--- src/rtl/oneshot_timer_pkg.sv ---
package oneshot_timer_pkg;

   // Action a single write performs on the bank.
   typedef enum logic [1:0] {
      LD_NONE  = 2'd0,
      LD_STAGE = 2'd1,
      LD_LAUNCH = 2'd2
   } load_action_e;

   // Smallest address width able to name every channel.
   function automatic int chan_addr_w(input int n);
      return (n <= 2) ? 1 : $clog2(n);
   endfunction

endpackage

--- src/rtl/oneshot_load_decode.sv ---
module oneshot_load_decode
   import oneshot_timer_pkg::*;
#(
   parameter int NUM_CH = 12,
   parameter int ADDR_W = chan_addr_w(NUM_CH)
) (
   input  logic              wr_en,
   input  logic [ADDR_W-1:0] wr_addr,
   output logic [NUM_CH-1:0] stage_we,
   output logic              launch,
   output load_action_e      action
);
   localparam logic [ADDR_W-1:0] LAST_ADDR = ADDR_W'(NUM_CH - 1);

   // Full-width compare per channel: addresses past the last channel match nothing.
   for (genvar k = 0; k < NUM_CH; k++) begin : g_sel
      localparam logic [ADDR_W-1:0] MY_ADDR = ADDR_W'(k);
      assign stage_we[k] = wr_en && (wr_addr == MY_ADDR);
   end

   assign launch = wr_en && (wr_addr == LAST_ADDR);

   always_comb begin
      if (launch)           action = LD_LAUNCH;
      else if (|stage_we)   action = LD_STAGE;
      else                  action = LD_NONE;
   end
endmodule

--- src/rtl/oneshot_channel.sv ---
module oneshot_channel #(
   parameter int CNT_W = 14
) (
   input  logic             clk,
   input  logic             rst,
   input  logic             stage_we,
   input  logic [CNT_W-1:0] wr_data,
   input  logic             launch,
   output logic             busy
);
   logic [CNT_W-1:0] staged_q;
   logic [CNT_W-1:0] count_q;
   logic [CNT_W-1:0] launch_val;

   // The launching write's own data is used in the same cycle it is staged.
   assign launch_val = stage_we ? wr_data : staged_q;

   always_ff @(posedge clk) begin
      if (rst) begin
         staged_q <= '0;
      end else if (stage_we) begin
         staged_q <= wr_data;
      end
   end

   always_ff @(posedge clk) begin
      if (rst) begin
         count_q <= '0;
      end else if (launch) begin
         count_q <= launch_val;
      end else if (count_q != '0) begin
         count_q <= count_q - 1'b1;
      end
   end

   assign busy = (count_q != '0);
endmodule

--- src/rtl/oneshot_timer_bank.sv ---
module oneshot_timer_bank
   import oneshot_timer_pkg::*;
#(
   parameter int NUM_CH = 12,
   parameter int CNT_W  = 14,
   parameter int ADDR_W = chan_addr_w(NUM_CH)
) (
   input  logic              clk,
   input  logic              rst,
   input  logic              wr_en,
   input  logic [ADDR_W-1:0] wr_addr,
   input  logic [CNT_W-1:0]  wr_data,
   output logic [NUM_CH-1:0] busy_o
);
   // Elaboration-time parameter checks.
   if (NUM_CH < 2 || NUM_CH > 64) begin : g_bad_nch
      $error("oneshot_timer_bank: NUM_CH must lie in 2..64");
   end
   if (CNT_W < 2 || CNT_W > 32) begin : g_bad_cw
      $error("oneshot_timer_bank: CNT_W must lie in 2..32");
   end
   if ((1 << ADDR_W) < NUM_CH) begin : g_bad_aw
      $error("oneshot_timer_bank: ADDR_W too narrow for NUM_CH");
   end

   logic [NUM_CH-1:0] stage_we;
   logic              launch;
   load_action_e      action;

   oneshot_load_decode #(
      .NUM_CH (NUM_CH),
      .ADDR_W (ADDR_W)
   ) u_decode (
      .wr_en    (wr_en),
      .wr_addr  (wr_addr),
      .stage_we (stage_we),
      .launch   (launch),
      .action   (action)
   );

   for (genvar k = 0; k < NUM_CH; k++) begin : g_ch
      oneshot_channel #(
         .CNT_W (CNT_W)
      ) u_ch (
         .clk      (clk),
         .rst      (rst),
         .stage_we (stage_we[k]),
         .wr_data  (wr_data),
         .launch   (launch),
         .busy     (busy_o[k])
      );
   end
endmodule

--- config.mk ---
export PLATFORM = sky130hd
export DESIGN_NAME = oneshot_timer_bank
export DESIGN_NICKNAME = d
export VERILOG_FILES = /design/src/rtl/oneshot_timer_pkg.sv /design/src/rtl/oneshot_load_decode.sv /design/src/rtl/oneshot_channel.sv /design/src/rtl/oneshot_timer_bank.sv
export SDC_FILE = /design/constraint.sdc
export NUM_CORES = 1
export LEC_CHECK = 0
export ABC_AREA = 1
export BUFFER_PORTS_ARGS = -buffer_cell sky130_fd_sc_hd__buf_2
export CORE_MARGIN = 5
export CORE_UTILIZATION = 70
export CTS_BUF_LIST = sky130_fd_sc_hd__clkbuf_2 sky130_fd_sc_hd__clkbuf_4 sky130_fd_sc_hd__clkbuf_8
export CTS_CLUSTER_DIAMETER = 30
export DETAILED_ROUTE_END_ITERATION = 16
export PLACE_DENSITY = 0.88
export SKIP_CTS_REPAIR_TIMING = 1
export SLEW_MARGIN = 40
export SYNTH_ARGS = -nofsm -noshare
export SYNTH_HDL_FRONTEND = slang
export SYNTH_SLANG_ARGS = --single-unit
--- constraint.sdc ---
create_clock -name clk -period 5 [get_ports clk]
set_clock_uncertainty 0.05 [all_clocks]
set_input_delay 0.25 -clock clk [delete_from_list [all_inputs] [get_ports clk]]
set_output_delay 0.25 -clock clk [all_outputs]
set_load 0.1 [all_outputs]
Word-level counts from Yosys, hierarchy flattened
Cells that the tools add are included.
- eq/ne operators: 11
- shifts and indexed selects: 0
- mux-type cells: 35
- magnitude comparators: 0
- div/mod/pow operators: 0
- reductions and logical operators: 37
- add/sub/neg operators: 12
- multipliers: 0
- bitwise operators: 0
- operators by type and width (kind ; count):
    14-bit two-way mux ; 35
    14-bit nonzero test ; 12
    14-bit by 1-bit subtractor with 14-bit output (second input constant) ; 12
    2-bit nonzero test ; 12
    4-bit by 3-bit == test with 1-bit output (second input constant) ; 4
    4-bit == test (second input constant) ; 4
    1-bit logical AND ; 12
    4-bit by 2-bit == test with 1-bit output (second input constant) ; 2
    4-bit by 1-bit == test with 1-bit output (second input constant) ; 1
    4-bit logical NOT ; 1
- output and inout port bits: 12
- ROM bits: 0
- input bits: 21
- word-level logic and storage cells: 118
- bits in writable memories: 0
- memories: 0
- bits in registers: 322
- latch bits: 0

Longest topological paths before layout
- depth after elaboration: 4
- depth in mapped cells: 11
- depth with buffers taken out: 10

Cells and area by module
From an unflattened synthesis, not the netlist that was laid out.
- cells, all modules: 2390
- area total of the unflattened synthesis: 17964.7 um2
- modules (own cells, without submodules) (module ; area each (um2) ; instances ; cells an instance):
    oneshot_channel at g_ch[0].u_ch ... ; 1447.6 ; 7 ; 186
    oneshot_channel at g_ch[5].u_ch ... ; 1537.7 ; 5 ; 211
    oneshot_load_decode ; 142.6 ; 1 ; 33

Least setup slack after synthesis
No wires, ideal clock.
- path type: register to output
- start: reg g_ch[11].u_ch.count_q[0]
- end: out busy_o[11]
- stages on the path, launching flop included: 7
- path buffers: 1
- arrival: 1.504 ns
- setup slack: 3.196 ns
- path through: dfxtp_1 -> inv_1 -> ha_1 -> nand3_1 -> nor2_1 -> nand4_1 -> buf_4
- longest elaborated chain between the ends: 1
- RTL lines (item ; line ; source):
    start: declaration ; oneshot_channel.sv:12 ; logic [CNT_W-1:0] count_q;
    start signal: assignment ; oneshot_channel.sv:30 ; count_q <= launch_val;
    start signal: assignment ; oneshot_channel.sv:32 ; count_q <= count_q - 1'b1;
    14-bit nonzero test ; oneshot_channel.sv:36 ; assign busy = (count_q != '0);
    end: declaration ; oneshot_timer_bank.sv:13 ; output logic [NUM_CH-1:0] busy_o
Every way passes these cells.

Worst setup path after layout
Ends and elaborated chain as after synthesis.

==> results_dict.tcl <==
set metrics [dict create \
    syn_inst 2512 \
    outcome "complete, no violations" \
    cp_slowest_cell "buf_2" \
    fin_setup_tns_ns 0 \
    yosysWarnings 0 \
    clkTransAtPathRegs_ns 0.07 \
    ys_ff_latch 322 \
    routed_wl_um 42700 \
    cp.required_ns 4.70 \
    end_kind "primary output" \
    synth_cell_types 39 \
    grt_max_degree 140 \
    leakage_nw 8.32 \
    die_area_um2 26500 \
    synthTopCellsByArea "dfxtp_1 (40%), nand2_1 (15%), nor2_1 (10%), inv_1 (5.8%), nand3_1 (5.8%)" \
    fin_crit_sh_pct 58.4 \
    first_global_vias 14606 \
    yosys.cell_count.top_type "nand2_1" \
    htree_levels 2 \
    worst_r2r_path_depth 9 \
    vias 15872 \
    core_area_um2 22800 \
    synth-seq-area-share_pct 39.5 \
    dp_cells 2754 \
    area_growth_pct 10.4 \
    synth.largest_area_cell "dfxtp_1" \
    synthFlopType "dfxtp_1" \
    clk-insertion-delay-late_ns 0.60 \
    post-route-min-period_ns 2.92 \
    grt_usage_pct 31.3 \
    worst-setup-path-type "reg -> out" \
    seq_power_share_pct 29.7 \
    min_to "g_ch[6].u_ch.staged_q[8]" \
    final_layout_size_suffix_gt1_share_pct 7.97 \
    max_freq_ghz 0.342 \
    cpPeakStageDelay_ns 0.46 \
    detail-route-antenna-nets 0 \
    avgSynthCellArea_um2 6.49 \
    hold_path_depth 3 \
    clkPwrFrac_pct 26.6 \
    io_buffers 32 \
    max_cap_violations 0 \
    internal_power_w 0.00675 \
    die_w_um 163 \
    finalHoldViolations 0 \
    final_core_util_pct 79.1 \
    num_rows 55 \
    tritoncts "done" \
    cts_made_buffers 61 \
    drtIter0Drc 1341 \
    dp_hpwl_um 27300 \
    power_density_nw_per_um2 648 \
    synth_edf_count 0 \
    hold_start "wr_data[8]" \
    vias_per_cell 5.52 \
    first_pass_iters 6 \
    async_reset_ff_share_pct 0 \
    drv_slew 0 \
    syn_area_um2 16300 \
    synth.top_cell.area_share_pct 39.5 \
    clock-sinks 322 \
    antenna_found_initial 0 \
    path_cells "inv_1 -> ha_1 -> nand3_1 -> nor2_1 -> nand4_1 -> buf_2" \
    worst-r2r-setup-slack_ns 2.86 \
    crit_fanout 8 \
    hold_class "in -> reg" \
    swShare_pct 42.2 \
    cts_buffer_depth 3 \
    p_switching_w 0.00492 \
    num_io_pins 33 \
    pwr-share-comb_pct 43.7 \
    start_kind "register" \
    ir_worst_vdd_mv 0.497 \
    final_nets 2544 \
    r2r_start "g_ch[3].u_ch.count_q[0]" \
    rsz0062_at_grt "false" \
    place_congestion 0.920 \
    tightest_slew_ns 0.837 \
    overflow 0 \
    synth_nets 2545 \
    setup_viol_count_final 0 \
    wl_per_cell_um 14.9 \
    instances_no_fill 2874 \
    grt_pass1_wl_um 68900 \
    maxSlewHeadroom_pct 44.2 \
    cp.arrival_ns 2.62 \
    start_util_pct 71.6 \
    root_buffer "clkbuf_8" \
    die_y_um 163 \
    synth_common_cells "nand2_1 (644), nor2_1 (455), dfxtp_1 (322), inv_1 (252), nand3_1 (188)" \
    r2r_end "g_ch[3].u_ch.count_q[1]" \
    drcViolationCount 0 \
]
through the flow:
stage | total power, W | hold WS (ns) | setup WS (ns) | cell area (um2)
final | 0.0117 | 0.0225 | 2.08 | 18000
after global routing | 0.0126 | 0.00909 | 1.90 | 18000
after CTS | 0.0116 | -0.0757 | 2.11 | 17900
after detailed placement | 0.00847 | 0.396 | 1.81 | 16400
after global placement | 0.00829 | 0.387 | 1.92 | 16400
after floorplan | 0.00760 | 0.348 | 3.20 | 16300
layout make-up:
type	count	area [um2]
tap	313	392
antenna	1	2.50
multi-input combinational	1821	8380
inverter	259	973
fill	1694	4760
clock inverter	27	419
clock buffer	85	1080
timing repair buffer	46	315
sequential	322	6450
flip-flops by register name, indices dropped and copies added (netlist names):
register,flops
g_ch.u_ch.count_q,168
g_ch.u_ch.staged_q,154
cell usage in the layout, fill, tap and decap left out, types with 19 or more instances in the layout:
master      n
nand2_1   644
nor2_1    455
dfxtp_1   322
inv_1     251
nand3_1   184
o21ai_0   162
a21oi_1   103
clkbuf_8   71
xor2_1     48
o21ai_1    47
buf_2      31
nand4_1    25
or2_2      23
o211ai_1   19
power groups by stage:
stage | registers, W | logic, W | clock network [W]
2_1_floorplan | 0.00341 | 0.00419 | 0
3_3_place_gp | 0.00349 | 0.00480 | 0
3_5_place_dp | 0.00350 | 0.00497 | 0
4_1_cts | 0.00346 | 0.00504 | 0.00312
5_1_grt | 0.00353 | 0.00579 | 0.00326
6_report | 0.00347 | 0.00510 | 0.00311
how the worst max path moves through the flow:
stage | startpoint | to | cells past startpoint
floorplan | g_ch[11].u_ch.count_q[0] | busy_o[11] | 6
global placement | wr_addr[0] | g_ch[8].u_ch.count_q[7] | 9
detailed placement | wr_addr[0] | g_ch[8].u_ch.count_q[8] | 9
CTS | g_ch[11].u_ch.count_q[0] | busy_o[11] | 6
global route | g_ch[11].u_ch.count_q[0] | busy_o[11] | 6
finish | g_ch[11].u_ch.count_q[0] | busy_o[11] | 6
per-layer routing:
layer  part of all wire (%)  track usage (%)  up-vias  routed length [um]
li1                       -                -     7933                   -
met1                     42             40.1     7248               17900
met2                     46             53.1      565               19800
met3                    7.7             5.34      126                3280
met4                    3.9             12.2        0                1660
met5                      0                0        -                   0
logic make-up after synthesis:
group | Yosys count | synth area share (%)
and+or+nand+nor | 1401 | 35.8
AOI/OAI and AO/OA | 354 | 11.6
DFF | 322 | 39.5
buffers and inverters | 369 | 9.30
xor gates and xnor gates | 54 | 2.90
adders and majority gates | 12 | 0.920
worst max-delay path, delay by kind of cell, from the launching register on:
family / cells / cell delay (ns)
buffers and inverters: 2 / 0.57
adder cells (fa/ha/maj): 1 / 0.23
flip-flops: 1 / 0.31
AND/OR/NAND/NOR: 3 / 0.90
Power figures use the tool's default switching activity.
